### config.mk
export PLATFORM = sky130hd
export DESIGN_NAME = lookahead_alu
export DESIGN_NICKNAME = d
export VERILOG_FILES = /design/src/rtl/alu_pkg.sv /design/src/rtl/cla_carry_net.sv /design/src/rtl/cla_slice.sv /design/src/rtl/cla_adder.sv /design/src/rtl/alu_result_mux.sv /design/src/rtl/lookahead_alu.sv
export SDC_FILE = /design/constraint.sdc
export NUM_CORES = 1
export LEC_CHECK = 0
export ABC_AREA = 1
export BUFFER_PORTS_ARGS = -buffer_cell sky130_fd_sc_hd__buf_2
export CAP_MARGIN = 40
export CORE_MARGIN = 4
export CORE_UTILIZATION = 55
export DETAILED_ROUTE_END_ITERATION = 8
export PLACE_DENSITY = 0.81
export SLEW_MARGIN = 30
export SYNTH_ARGS = -nofsm -noshare
export SYNTH_HDL_FRONTEND = slang
export SYNTH_HIERARCHICAL = 1
export SYNTH_SLANG_ARGS = --single-unit
### constraint.sdc
create_clock -name vclk -period 5.85
set_input_delay 0.2925 -clock vclk [all_inputs]
set_output_delay 0.2925 -clock vclk [all_outputs]
set_load 0.005 [all_outputs]
### src/rtl/alu_pkg.sv
package alu_pkg;

  parameter int ALU_W   = 32;
  parameter int CLA_GRP = 4;

  typedef enum logic [2:0] {
    OP_AND = 3'b000,
    OP_OR  = 3'b001,
    OP_ADD = 3'b010,
    OP_SUB = 3'b110,
    OP_SLT = 3'b111
  } alu_op_e;

endpackage

### src/rtl/cla_carry_net.sv
// Lookahead carry network: every carry is a flat sum of products of the
// generate/propagate terms below it plus the incoming carry.
module cla_carry_net #(
  parameter int N = 4
) (
  input  logic [N-1:0] g,
  input  logic [N-1:0] p,
  input  logic         cin,
  output logic [N-1:0] c,
  output logic         blk_g,
  output logic         blk_p
);

  always_comb begin
    logic acc;
    logic term;
    c[0] = cin;
    for (int i = 1; i < N; i++) begin
      acc = 1'b0;
      for (int j = 0; j < i; j++) begin
        term = g[j];
        for (int k = j + 1; k < i; k++) term = term & p[k];
        acc = acc | term;
      end
      term = cin;
      for (int k = 0; k < i; k++) term = term & p[k];
      c[i] = acc | term;
    end
  end

  always_comb begin
    logic acc;
    logic term;
    acc = 1'b0;
    for (int j = 0; j < N; j++) begin
      term = g[j];
      for (int k = j + 1; k < N; k++) term = term & p[k];
      acc = acc | term;
    end
    blk_g = acc;
    blk_p = &p;
  end

endmodule

### src/rtl/cla_slice.sv
// One lookahead group: local carries, sum bits, and group generate/propagate.
module cla_slice #(
  parameter int N = 4
) (
  input  logic [N-1:0] a,
  input  logic [N-1:0] b,
  input  logic         cin,
  output logic [N-1:0] sum,
  output logic         grp_g,
  output logic         grp_p
);

  logic [N-1:0] gen;
  logic [N-1:0] prop;
  logic [N-1:0] carry;

  assign gen  = a & b;
  assign prop = a | b;

  cla_carry_net #(.N(N)) u_net (
    .g     (gen),
    .p     (prop),
    .cin   (cin),
    .c     (carry),
    .blk_g (grp_g),
    .blk_p (grp_p)
  );

  assign sum = a ^ b ^ carry;

endmodule

### src/rtl/cla_adder.sv
// Two-level lookahead adder built from GROUP-bit slices.
module cla_adder #(
  parameter int WIDTH = 32,
  parameter int GROUP = 4
) (
  input  logic [WIDTH-1:0] a,
  input  logic [WIDTH-1:0] b,
  input  logic             cin,
  output logic [WIDTH-1:0] sum,
  output logic             cout
);

  localparam int NGRP = WIDTH / GROUP;

  logic [NGRP-1:0] gg;
  logic [NGRP-1:0] gp;
  logic [NGRP-1:0] gc;
  logic            top_g;
  logic            top_p;

  for (genvar gi = 0; gi < NGRP; gi++) begin : g_slice
    cla_slice #(.N(GROUP)) u_slice (
      .a     (a[gi*GROUP +: GROUP]),
      .b     (b[gi*GROUP +: GROUP]),
      .cin   (gc[gi]),
      .sum   (sum[gi*GROUP +: GROUP]),
      .grp_g (gg[gi]),
      .grp_p (gp[gi])
    );
  end

  cla_carry_net #(.N(NGRP)) u_grp_net (
    .g     (gg),
    .p     (gp),
    .cin   (cin),
    .c     (gc),
    .blk_g (top_g),
    .blk_p (top_p)
  );

  assign cout = top_g | (top_p & cin);

  // the lookahead sum and carry agree with plain binary addition
  always_comb begin
    a_r3_sum_matches: assert ({cout, sum} ==
      ({1'b0, a} + {1'b0, b} + (WIDTH+1)'(cin)))
      else $error("R3 lookahead sum mismatch");
  end

endmodule

### src/rtl/alu_result_mux.sv
// Output selection by operation code.
module alu_result_mux
  import alu_pkg::*;
#(
  parameter int WIDTH = 32
) (
  input  logic [WIDTH-1:0] opa,
  input  logic [WIDTH-1:0] opb,
  input  logic [WIDTH-1:0] sum,
  input  logic             less,
  input  logic [2:0]       op_sel,
  output logic [WIDTH-1:0] result
);

  always_comb begin
    unique case (op_sel)
      OP_AND:  result = opa & opb;
      OP_OR:   result = opa | opb;
      OP_ADD,
      OP_SUB:  result = sum;
      OP_SLT:  result = {{(WIDTH-1){1'b0}}, less};
      default: result = '0;
    endcase
  end

  // a compare only ever yields 0 or 1
  always_comb begin
    if (op_sel == OP_SLT)
      a_r8_slt_single_bit: assert (result[WIDTH-1:1] == '0)
        else $error("R8 compare result wider than one bit");
  end

endmodule

### src/rtl/lookahead_alu.sv
module lookahead_alu
  import alu_pkg::*;
#(
  parameter int WIDTH = ALU_W,
  parameter int GROUP = CLA_GRP
) (
  input  logic [WIDTH-1:0] opa,
  input  logic [WIDTH-1:0] opb,
  input  logic [2:0]       op_sel,
  input  logic             trap_en,
  output logic [WIDTH-1:0] result,
  output logic             zero_flag,
  output logic             carry_out,
  output logic             ovf_trap
);

  localparam int MSB = WIDTH - 1;

  logic             is_add;
  logic             is_sub;
  logic             is_slt;
  logic             invert;
  logic [WIDTH-1:0] b_eff;
  logic [WIDTH-1:0] sum;
  logic             add_cout;
  logic             ovf_raw;
  logic             less;

  assign is_add = (op_sel == OP_ADD);
  assign is_sub = (op_sel == OP_SUB);
  assign is_slt = (op_sel == OP_SLT);
  assign invert = is_sub | is_slt;
  assign b_eff  = opb ^ {WIDTH{invert}};

  cla_adder #(.WIDTH(WIDTH), .GROUP(GROUP)) u_adder (
    .a    (opa),
    .b    (b_eff),
    .cin  (invert),
    .sum  (sum),
    .cout (add_cout)
  );

  // Signed overflow: addends of equal sign producing a sum of the other sign.
  assign ovf_raw = (opa[MSB] == b_eff[MSB]) && (sum[MSB] != opa[MSB]);
  assign less    = sum[MSB] ^ ovf_raw;

  alu_result_mux #(.WIDTH(WIDTH)) u_mux (
    .opa    (opa),
    .opb    (opb),
    .sum    (sum),
    .less   (less),
    .op_sel (op_sel),
    .result (result)
  );

  assign zero_flag = (result == '0);
  assign carry_out = (is_add | is_sub | is_slt) & add_cout;
  assign ovf_trap  = trap_en & ovf_raw & (is_add | is_sub);

  always_comb begin
    // the unsigned variants never request an exception
    if (!trap_en)
      a_r7_no_trap_unsigned: assert (!ovf_trap)
        else $error("R7 trap raised with trap_en low");
    // adding operands of different sign cannot overflow
    if (is_add && (opa[MSB] != opb[MSB]))
      a_r5_mixed_sign_add: assert (!ovf_trap)
        else $error("R5 trap on mixed-sign add");
    // undefined codes give a quiet zero
    if (!(is_add | is_sub | is_slt) && (op_sel != OP_AND) && (op_sel != OP_OR))
      a_r9_unused_quiet: assert ((result == '0) && !carry_out && !ovf_trap)
        else $error("R9 unused code not quiet");
    // compare never traps
    if (is_slt)
      a_r8_slt_no_trap: assert (!ovf_trap)
        else $error("R8 trap raised by compare");
  end

endmodule

======== Word-level counts from Yosys, hierarchy flattened ========
Index checks and enable logic that the tools add are counted.
storage, ports and cells
  bits in latches ......................... 0
  output and inout bits ................... 35
  memory bits (writable) .................. 0
  ROM bits ................................ 0
  memories ................................ 0
  flip-flop bits (word level) ............. 0
operators by class
  multiply operators ...................... 0
  multiplexer cells ....................... 1
  magnitude comparators ................... 0
  bitwise gates (word level) .............. 258
  $add $sub $neg .......................... 0
  div/mod/pow operators ................... 0
  equality and inequality tests ........... 6
  reductions and logical operators ........ 13
  shifts and indexed selects .............. 0
operator list
  operator                                                               number
  32-bit one-hot mux with 4 select lines                                 1
  1-bit bitwise AND                                                      111
  1-bit bitwise OR                                                       111
  4-bit bitwise XOR                                                      16
  32-bit bitwise AND                                                     1
  4-bit bitwise AND                                                      8
  32-bit logical NOT                                                     1
  32-bit bitwise OR                                                      1
  4-bit bitwise OR                                                       8
  32-bit AND reduction                                                   1
  4-bit AND reduction                                                    8
  32-bit bitwise XOR                                                     1
  3-bit equality test, second input constant                             2
  3-bit by 1-bit equality test with 1-bit output, second input constant  1
  3-bit by 2-bit equality test with 1-bit output, second input constant  1
  3-bit logical NOT                                                      1
  2-bit OR reduction                                                     1
  1-bit equality test                                                    1
  1-bit logical AND                                                      1
  1-bit != test                                                          1
  1-bit bitwise XOR                                                      1

======== Logic depth before layout (Yosys ltp) ========
Gate-level depths: netlist of run 1.
  depth after elaboration ................. 33
  depth in mapped cells ................... 31
  mapped depth without buffers ............ 30

======== Cells and area by module ========
Netlist of run 1, hierarchy kept.
by module, submodules not included
  module                                                 cells an instance  instances  seq. area each (sq um)  area each (sq um)
  cla_slice                                              40                 8          0.0                     220.2
  alu_result_mux                                         306                1          0.0                     1310.0
  lookahead_alu                                          76                 1          0.0                     758.2
  cla_carry_net at u_adder.g_slice[0].u_slice.u_net ...  16                 8          0.0                     76.3
  cla_carry_net at u_adder.u_grp_net                     39                 1          0.0                     206.4
  cla_adder                                              3                  1          0.0                     11.3

======== Least setup slack after synthesis of run 1 ========
No wires, ideal clock.
  kind .................................... in2out
  start point ............................. input port op_sel[0]
  end point ............................... output port zero_flag
  stages on the path ...................... 31
  data required time ...................... 5558 ps
  slack ................................... 2406 ps
  data arrival time ....................... 3151 ps
  buffers on the path ..................... 1
  path through ............................ inv_1 > nand3_2 > nand2_4 > buf_12 > xor2_2 > inv_1 > ha_1 > inv_1 > a21oi_1 > o21ai_1 > nand2_1 > nand2_1 > a21oi_4 > o21ai_4 > nand2_1 > nand3_1 > nand4_1 > nand2_1 > inv_1 > nand2_1 > nand2_1 > inv_1 > nand2_1 > nand2_1 > inv_1 > nand4_1 > nand3_1 > nor2_1 > nand4_1 > nand3b_1 > nor2_1
between the ends
  elaborated cells on any way between the ends .. 247
  classes of those cells .................. eq/ne (6); mux (1); bitwise (229); reduce/logical (11)
RTL lines
  what                                           RTL line              source
  from (decl)                                    lookahead_alu.sv:9    input logic [2:0] op_sel,
  3-bit equality test, on equally long branches  --
  1-bit bitwise OR *                             lookahead_alu.sv:32   assign invert = is_sub | is_slt;
  32-bit bitwise XOR *                           lookahead_alu.sv:33   assign b_eff = opb ^ {WIDTH{invert}};
  via b_eff[5]                                   lookahead_alu.sv:23   logic [WIDTH-1:0] b_eff;
  4-bit bitwise OR *                             cla_slice.sv:18       assign prop = a | b;
  via u_adder.g_slice[1].u_slice.prop[1]         cla_slice.sv:14       logic [N-1:0] prop;
  1-bit bitwise AND * (3 in a row)               cla_carry_net.sv:37   for (int k = j + 1; k < N; k++) term = term & p[k];
  1-bit bitwise OR * (3 in a row)                cla_carry_net.sv:38   acc = acc | term;
  via u_adder.gg[1]                              cla_adder.sv:15       logic [NGRP-1:0] gg;
  (+3 left out)                                  --
  1-bit bitwise OR * (4 in a row)                cla_carry_net.sv:23   acc = acc | term;
  1-bit bitwise OR *                             cla_carry_net.sv:27   c[i] = acc | term;
  via u_adder.gc[5]                              cla_adder.sv:17       logic [NGRP-1:0] gc;
  1-bit bitwise AND (3 in a row)                 cla_carry_net.sv:26   for (int k = 0; k < i; k++) term = term & p[k];
  1-bit bitwise OR                               cla_carry_net.sv:27
  4-bit bitwise XOR *                            cla_slice.sv:29       assign sum = a ^ b ^ carry;
  32-bit one-hot mux with 4 select lines *       alu_result_mux.sv:16  unique case (op_sel)
  32-bit logical NOT *                           lookahead_alu.sv:56   assign zero_flag = (result == '0);
  to (decl)                                      lookahead_alu.sv:12   output logic zero_flag,
Mark *: on every way through the listed nets, which the timed path passes. The rest lies on a longest branch.

======== Final worst setup path of run 1 ========
  start point ............................. input port op_sel[0]
  end point ............................... output port zero_flag
between the ends
  elaborated cells on any way between the ends .. 247
  classes of those cells .................. eq/ne (6); mux (1); bitwise (229); reduce/logical (11)
RTL lines
  what                                           RTL line
  3-bit equality test, on equally long branches  --
  1-bit bitwise OR *                             lookahead_alu.sv:32
  32-bit bitwise XOR *                           lookahead_alu.sv:33
  via b_eff[1]                                   lookahead_alu.sv:23
  4-bit bitwise OR *                             cla_slice.sv:18
  via u_adder.g_slice[0].u_slice.prop[1]         cla_slice.sv:14
  1-bit bitwise AND * (3 in a row)               cla_carry_net.sv:37
  1-bit bitwise OR * (3 in a row)                cla_carry_net.sv:38
  via u_adder.gg[0]                              cla_adder.sv:15
  1-bit bitwise OR *                             cla_carry_net.sv:27
  via u_adder.gc[1]                              cla_adder.sv:17
  1-bit bitwise AND (3 in a row)                 cla_carry_net.sv:26
  1-bit bitwise OR                               cla_carry_net.sv:27
  4-bit bitwise XOR *                            cla_slice.sv:29
  32-bit one-hot mux with 4 select lines *       alu_result_mux.sv:16
  32-bit logical NOT *                           lookahead_alu.sv:56
Marked as above.

==> results of run 1 <==
-- metal layers --
layer,wire (µm),part of all wire (%),GRT usage [%],vias up
met5,0,0,0,-
met4,0,0,0.622,0
met3,561,5.3,0.556,0
met2,4930,46,38.0,118
met1,5120,48,29.2,2104
li1,-,-,-,2683
-- kinds of logic after synthesis --
logic type | count (synthesis)
buffers and inverters | 301
xor gates and xnor gates | 31
and+or+nand+nor | 435
AOI/OAI and AO/OA | 41
adders and majority gates | 64
-- synth_stat cells, types with 2 or more instances --
cell / number / area share [%]
nand2_1: 267 / 22
nor4_1: 4 / 0.54
ha_1: 64 / 17
buf_12: 3 / 1.3
clkbuf_1: 3 / 0.24
nand3_2: 2 / 0.43
a21o_1: 9 / 1.5
a21oi_1: 18 / 1.9
nand3_1: 116 / 12
o21ai_1: 9 / 0.97
nand3b_1: 2 / 0.32
inv_2: 4 / 0.32
buf_4: 13 / 2.1
nand4_1: 11 / 1.5
buf_2: 9 / 0.97
nor2_1: 27 / 2.2
inv_1: 269 / 22
nor2_4: 2 / 0.48
xor2_2: 29 / 10
xor2_1: 2 / 0.38
nand2_4: 2 / 0.48
-- cell type report --
type | count | area, µm²
fill | 847 | 3080
inverter | 273 | 1020
multi-input combinational | 571 | 3420
tap | 105 | 131
timing repair buffer | 107 | 566
-- worst paths after layout --
kind	from	endpoint	slack [ns]	cells past startpoint
worst min-delay path	trap_en	ovf_trap	0.95	6
worst max-delay path	op_sel[0]	zero_flag	1.23	26
-- worst min-delay path: stages --
cell     delay [ns]
buf_2          0.09
inv_1          0.04
nor2_1         0.03
nand2_1        0.05
nor2_1         0.03
buf_2          0.11
-- where the power goes --
part / switching (mW) / internal (mW) / total [mW]
Sequential: 0 / 0 / 0
Combinational: 0.342 / 0.214 / 0.556
Clock: 0 / 0 / 0
==> metrics.md, run 1 <==
| Metric | Value |
|---|---|
| WP data required | `5.56 ns` |
| 1st-pass router iterations | `5` |
| DP HPWL | `8610 µm` |
| Number of antenna violations at the first check in global routing | `0` |
| Worst Setup End Kind | `primary output` |
| Post-synth design cell area | `0.00466 mm²` |
| Sequential Area | `0 µm²` |
| Worst path top cell family by delay | `simple AND/OR/NAND/NOR gates` |
| Slowest stage cell on the critical path | `nand2_4` |
| Library cells used by synthesis | `28` |
| Static Leakage | `3.78 nW` |
| Area Growth Syn to Fin | `10.4%` |
| DRT antenna net count | `0` |
| Total Neg Setup Slack | `0 ns` |
| Max-cap violations | `0` |
| Unrepaired setup endpoints after global routing | `no` |
| Hold violation total from the final report | `0` |
| Hold-fix buffers, CTS | `0` |
| Maximum number of pins on one net before global-route repair | `63` |
| Y dimension of the die | `100 µm` |
| Worst setup path class | `in2out` |
| Vias in the first global route | `4321` |
| Total Power Consumption | `0.556 mW` |
| Post-route cell area | `0.00514 mm²` |
| Run status | `completed` |
| Starting density of the core | `56.7%` |
| Pwr dens | `108 mW/mm²` |
| Final-stage net count | `1085` |
| Area share of and/or/nand/nor cells after synthesis | `40.1%` |
| Overall global routing resource usage | `20.9%` |
| Most common library cell in the layout ignoring fill and taps | `inv_1` |
| Hold Crit Class | `in2out` |
| Vias per cell | `4.64` |
| Final Instance Count excl. Fillers | `1056` |
| Net Count, Synth | `1004` |
| Fraction of the yosys area taken by sequential cells | `0%` |
| Final Setup Violations | `0` |
| Worst-case headroom to the max-slew limit | `51.9%` |
| Dpl ws | `1.21 ns` |
| Critical Path Max Stage Delay | `0.57 ns` |
| Post-synthesis xor/xnor area fraction | `10.5%` |
| Post-synthesis cell count | `872` |
| Count of buffer and inverter cells on the critical path | `6` |
| Placed Cells incl. Taps | `1055` |
| Leading cell types in the layout, fill and taps excluded | `inv_1 (268), nand2_1 (267), nand3_1 (116)` |
| Arrival time reported for the critical path endpoint | `4.33 ns` |
| Final-layout worst hold slack | `0.950 ns` |
| Most used cell, CP | `nand2_1` |
| Number of warnings printed during yosys synthesis | `6` |
| Worst Tran Pin Value | `0.722 ns` |
| Area post-placement | `0.00511 mm²` |
| N_diodes | `0` |
| Total of clock buffers placed in the layout | `0` |
| Post-Synthesis Mean Instance Area | `5.34 µm²` |
| Global-route wire length before repair | `18300 µm` |
| Area inside the core boundary | `0.00822 mm²` |
| Part of the cycle the worst path needs | `79.0%` |
| Total Wirelength | `10600 µm` |
| Post-CTS Setup Bufs | `0` |
| Multiplexer share of the synthesized area | `0%` |
| Utilization after layout | `62.6%` |
| Adder-cell share of the synthesized area | `17.2%` |
| PostCTS Resize Cnt | `0` |
| Number of DRC violations after detailed routing | `0` |
| Upper clock frequency limit | `0.216 GHz` |
| Fin worst setup slack | `1.23 ns` |
| WL/cell | `10.0 µm` |
| Overflow left after global routing | `0` |
| FF+latch count | `0` |
| # IOs | `103` |
| Type of origin of the critical path | `primary input` |
| Shortest clock period the worst path allows after layout | `4.62 ns` |
| Worst IR Drop VDD | `0.0732 mV` |
| Count of standard-cell rows | `33` |
| IO buf count | `103` |
| Final weighted congestion in routability-driven placement | `0.880` |
| Area fraction in compound gates after synthesis | `5.59%` |
| Number of DRC markers after the initial detailed-route iteration | `161` |
| Maximum net fanout on the critical path | `32` |
| Combinational family with the most area after synthesis | `simple AND/OR/NAND/NOR gates` |
| Die X-Extent | `100 µm` |
| Vias after detailed routing | `4905` |
| Die footprint | `0.0100 mm²` |
| Share of layout cells above drive strength 1 | `16.0%` |
| Max Slew Vio Count | `0` |
(Power assumes the default switching activity.)
==> run 2, diff against run 1 <==
clock period = 4.61 ns   (was 5.85 ns; I/O delays follow)
==> metrics.md, run 2 (synthesis results as in run 1) <==
| Metric | Value |
|---|---|
| Worst IR Drop VDD | `0.0823 mV (+12%)` |
| Total Neg Setup Slack | `0 ns (unchanged)` |
| Pwr dens | `137 mW/mm² (+27%)` |
| Number of antenna violations at the first check in global routing | `0 (unchanged)` |
| DRT antenna net count | `0 (unchanged)` |
| DP HPWL | `9060 µm (+5.3%)` |
| DR WL met2 | `5140 µm (+4.4%)` |
| Highest metal layer with signal wires | `met3` |
| Utilization after layout | `63.7% (+1.1 points)` |
| Number of DRC markers after the initial detailed-route iteration | `192 (+19%)` |
| Count of standard-cell rows | `33 (unchanged)` |
| Area inside the core boundary | `0.00822 mm² (unchanged)` |
| # IOs | `103 (unchanged)` |
| Routed metal-1 wirelength | `5290 µm (+3.4%)` |
| Area Growth Syn to Fin | `12.4%` |
| End of the worst hold path | `ovf_trap` |
| Hold Crit Class | `in2out` |
| Hold path startpoint | `trap_en` |
| Critical Path Max Stage Delay | `0.23 ns (-0.34 ns)` |
| Maximum number of pins on one net before global-route repair | `33 (-48%)` |
| Shortest clock period the worst path allows after layout | `4.13 ns` |
| N_diodes | `0 (unchanged)` |
| Worst Tran Pin Value | `0.749 ns (+0.0271 ns)` |
| 1st-pass router iterations | `5 (unchanged)` |
| Vias in the first global route | `4246 (-1.7%)` |
| Upper clock frequency limit | `0.242 GHz` |
| Die X-Extent | `100 µm (unchanged)` |
| Sequential Area | `0 µm² (unchanged)` |
| Part of the cycle the worst path needs | `89.5%` |
| Dpl ws | `0.381 ns (-0.829 ns)` |
| Placed Cells incl. Taps | `1059 (+0.38%)` |
| Worst-case headroom to the max-slew limit | `49.9% (-1.9 points)` |
| Fin worst setup slack | `0.482 ns (-0.745 ns)` |
| Max Slew Vio Count | `0 (unchanged)` |
| FF+latch count | `0 (unchanged)` |
| Maximum net fanout on the critical path | `12 (-63%)` |
| Hold violation total from the final report | `0 (unchanged)` |
| Type of origin of the critical path | `primary input` |
| Starting density of the core | `56.7% (unchanged)` |
| Max-cap violations | `0 (unchanged)` |
| IO buf count | `103 (unchanged)` |
| Worst hold stages | `6 (unchanged)` |
| Run status | `completed` |
| Final-stage net count | `1093 (+0.74%)` |
| Total of clock buffers placed in the layout | `0 (unchanged)` |
| Hold-fix buffers, CTS | `0 (unchanged)` |
| Unrepaired setup endpoints after global routing | `no` |
| Y dimension of the die | `100 µm (unchanged)` |
| Leading cell types in the layout, fill and taps excluded | `inv_1 (269), nand2_1 (267), nand3_1 (116)` |
| Final Setup Violations | `0 (unchanged)` |
| Most common library cell in the layout ignoring fill and taps | `inv_1` |
| Vias per cell | `4.67 (+0.48%)` |
| Vias after detailed routing | `4966 (+1.2%)` |
| Global-route wire length before repair | `18400 µm (+0.49%)` |
| Most used cell, CP | `nand2_1` |
| Number of fill cells in the layout | `865 (+2.1%)` |
| Static Leakage | `3.83 nW (+1.3%)` |
| Arrival time reported for the critical path endpoint | `3.90 ns (-0.43 ns)` |
| Number of DRC violations after detailed routing | `0 (unchanged)` |
| Slowest stage cell on the critical path | `o21ai_4` |
| Worst Setup End Kind | `primary output` |
| WL/cell | `10.3 µm (+2.5%)` |
| WP data required | `4.38 ns (-1.18 ns)` |
| Final Instance Count excl. Fillers | `1064 (+0.76%)` |
| Share of layout cells above drive strength 1 | `16.6% (+0.60 points)` |
| Overall global routing resource usage | `21.1% (+0.24 points)` |
| Met3 wire len | `512 µm (-8.7%)` |
| Total Wirelength | `11000 µm (+3.2%)` |
| Die footprint | `0.0100 mm² (unchanged)` |
| Final weighted congestion in routability-driven placement | `0.876 (-0.48%)` |
| Worst setup path class | `in2out` |
| Overflow left after global routing | `0 (unchanged)` |
[run 2: worst max-delay path by stage]
stage / from / end / slack [ns] / cells past startpoint
2_1_floorplan: op_sel[0] / zero_flag / 1.29 / 31
3_3_place_gp: op_sel[1] / zero_flag / 0.46 / 30
3_5_place_dp: op_sel[1] / zero_flag / 0.38 / 32
4_1_cts: op_sel[1] / zero_flag / 0.37 / 32
5_1_grt: op_sel[0] / zero_flag / 0.06 / 33
6_report: op_sel[0] / zero_flag / 0.48 / 33
[run 2: layer usage]
layer | vias to the layer above | GRT usage [%]
met5 | - | 0
met4 | 0 | 0.207
met3 | 0 | 0.764
met2 | 96 | 38.0
met1 | 2174 | 29.9
li1 | 2696 | -
[run 2: metrics by stage]
step	hold WS [ns]	instance area (µm²)	total power, mW
2_1_floorplan	0.607	4660	0.539
4_1_cts	0.831	5160	0.712
5_1_grt	0.879	5240	0.831
3_3_place_gp	0.827	5160	0.695
6_report	0.832	5240	0.719
3_5_place_dp	0.828	5160	0.709
[run 2: repair_timing]
item,CTS,global route
setup buffers,0,4
gates resized for setup,0,1
endpoints found under the setup margin,0,1
[run 2: area by class of cell]
| cell class | count | area (µm²) | area share (%) |
|---|---|---|---|
| Multi-Input combinational cell | 571 | 3430 | 65.5 |
| Inverter | 273 | 1020 | 19.6 |
| Timing Repair Buffer | 115 | 651 | 12.4 |
| Tap cell | 105 | 131 | 2.51 |
[run 2: critical path, delay by kind of cell]
family	cells	cell delay (ns)
AND/OR/NAND/NOR	19	2.14
buffers and inverters	10	0.89
AO/OA/AOI/OAI	2	0.30
adder cells (fa/ha/maj)	1	0.18
XOR/XNOR	1	0.15
[run 2: where the power goes]
part | leakage [nW] | total (mW) | switching, mW | internal [mW]
Clock | 0 | 0 | 0 | 0
Combinational | 3.83 | 0.719 | 0.438 | 0.281
Sequential | 0 | 0 | 0 | 0
Total | 3.83 | 0.719 | 0.438 | 0.281
==> run 3, diff against run 2 <==
CAP_MARGIN = not set   (was 40)
PLACE_DENSITY = not set   (was 0.81)
PLACE_DENSITY_LB_ADDON = 0.1   (was not set)
==> metrics.md, run 3 (synthesis results as in run 1) <==
| Metric | Value |
|---|---|
| Post-CTS Setup Bufs | `0 (unchanged)` |
| Number of DRC violations after detailed routing | `0 (unchanged)` |
| Most used cell, CP | `nand2_1` |
| Sequential Area | `0 µm² (unchanged)` |
| Max Slew Vio Count | `0 (unchanged)` |
| Area inside the core boundary | `0.00822 mm² (unchanged)` |
| Max-cap violations | `0 (unchanged)` |
| Area Growth Syn to Fin | `12.0%` |
| Overflow left after global routing | `0 (unchanged)` |
| Worst hold stages | `6 (unchanged)` |
| Type of origin of the critical path | `primary input` |
| Final Instance Count excl. Fillers | `1059 (-0.47%)` |
| WL/cell | `10.2 µm (-0.67%)` |
| Overall global routing resource usage | `21.5% (+0.39 points)` |
| Total Power Consumption | `0.716 mW (-0.41%)` |
| Dpl ws | `0.326 ns (-0.0549 ns)` |
| Final Setup Violations | `0 (unchanged)` |
| 1st-pass router iterations | `4 (-1)` |
| WP data required | `4.38 ns (about the same)` |
| Utilization after layout | `63.5% (-0.23 points)` |
| Maximum number of pins on one net before global-route repair | `38 (+15%)` |
| Global-route wire length before repair | `18700 µm (+1.7%)` |
| Number of fill cells in the layout | `869 (+0.46%)` |
| IO buf count | `103 (unchanged)` |
| Vias after detailed routing | `4822 (-2.9%)` |
| Slowest stage cell on the critical path | `o21ai_4` |
| Total Neg Setup Slack | `0 ns (unchanged)` |
| Placed Cells incl. Taps | `1058 (-0.094%)` |
| N_diodes | `0 (unchanged)` |
| Shortest clock period the worst path allows after layout | `4.16 ns (+0.0363 ns)` |
| Worst Setup End Kind | `primary output` |
| Die X-Extent | `100 µm (unchanged)` |
| Maximum net fanout on the critical path | `14 (+2)` |
| Fin worst setup slack | `0.446 ns (-0.0363 ns)` |
| Vias per cell | `4.55 (-2.4%)` |
| Area post-placement | `0.00515 mm² (-0.15%)` |
| Arrival time reported for the critical path endpoint | `3.93 ns (+0.03 ns)` |
| Critical Path Max Stage Delay | `0.21 ns (-0.02 ns)` |
| Upper clock frequency limit | `0.240 GHz (-0.87%)` |
| Run status | `completed` |
| Vias in the first global route | `4310 (+1.5%)` |
| # IOs | `103 (unchanged)` |
| Worst IR Drop VDD | `0.0733 mV (-11%)` |
| Worst Tran Pin Value | `0.853 ns (+0.103 ns)` |
| Final-layout worst hold slack | `0.830 ns (-0.00152 ns)` |
| Die footprint | `0.0100 mm² (unchanged)` |
| Final weighted congestion in routability-driven placement | `0.860 (-1.8%)` |
| Y dimension of the die | `100 µm (unchanged)` |
| Starting density of the core | `56.7% (unchanged)` |
| Worst-case headroom to the max-slew limit | `43.0% (-6.9 points)` |
| Total of clock buffers placed in the layout | `0 (unchanged)` |
| Pwr dens | `137 mW/mm² (about the same)` |
| Count of standard-cell rows | `33 (unchanged)` |
| Total Wirelength | `10800 µm (-1.1%)` |
| Post-route cell area | `0.00522 mm² (-0.36%)` |
| Part of the cycle the worst path needs | `90.3% (+0.79 points)` |
| Final-stage net count | `1088 (-0.46%)` |
| Combined area of the multi-input logic cells | `0.00344 mm² (+0.40%)` |
| DRT antenna net count | `0 (unchanged)` |
| Hold path startpoint | `trap_en` |
| Hold violation total from the final report | `0 (unchanged)` |
| Number of antenna violations at the first check in global routing | `0 (unchanged)` |
| FF+latch count | `0 (unchanged)` |
| Unrepaired setup endpoints after global routing | `no` |
| Most common library cell in the layout ignoring fill and taps | `inv_1` |
| Static Leakage | `3.81 nW (-0.57%)` |
| Number of DRC markers after the initial detailed-route iteration | `208 (+8.3%)` |
| Hold Crit Class | `in2out` |
| Leading cell types in the layout, fill and taps excluded | `inv_1 (269), nand2_1 (267), nand3_1 (116)` |
| Share of layout cells above drive strength 1 | `16.2% (-0.33 points)` |
| DP HPWL | `8970 µm (-1.0%)` |
| Worst setup path class | `in2out` |
| End of the worst hold path | `ovf_trap` |
[run 3: how the worst max path moves through the flow]
| stage | from | end | depth (start not counted) |
|---|---|---|---|
| after floorplan | op_sel[0] | zero_flag | 31 |
| after global routing | op_sel[1] | zero_flag | 32 |
| after CTS | op_sel[1] | zero_flag | 32 |
| after detailed placement | op_sel[1] | zero_flag | 32 |
| after global placement | op_sel[1] | zero_flag | 32 |
| final | op_sel[1] | zero_flag | 32 |
[run 3: per-layer routing]
metal	up-vias	global-route usage (%)	part of all wire [%]
met2	108	37.5	44
met5	-	0	0
met4	0	1.14	0.54
met3	6	0.903	6.1
met1	2019	31.0	49
li1	2689	-	-
[run 3: final cells by class]
type	count	share of cell area [%]
Multi-Input combinational cell	571	66.0
Inverter	273	19.6
Timing Repair Buffer	110	11.8
Tap cell	105	2.52
[run 3: timing repair]
item / 4_1_cts / 5_1_grt
endpoints found under the setup margin: 0 / 1
hold buffers: 0 / 0
resized for setup: 0 / 7
[run 3: report_power, final]
group	switching, mW	internal (mW)
sequential	0	0
combinational	0.437	0.279
clock	0	0
[run 3: worst max-delay path, delay by kind of cell]
family                     cells  cell delay, ns
buffers and inverters          8            0.83
AOI/OAI and AO/OA              4            0.54
xor gates and xnor gates       1            0.16
and+or+nand+nor               18            1.99
adders and majority gates      1            0.17
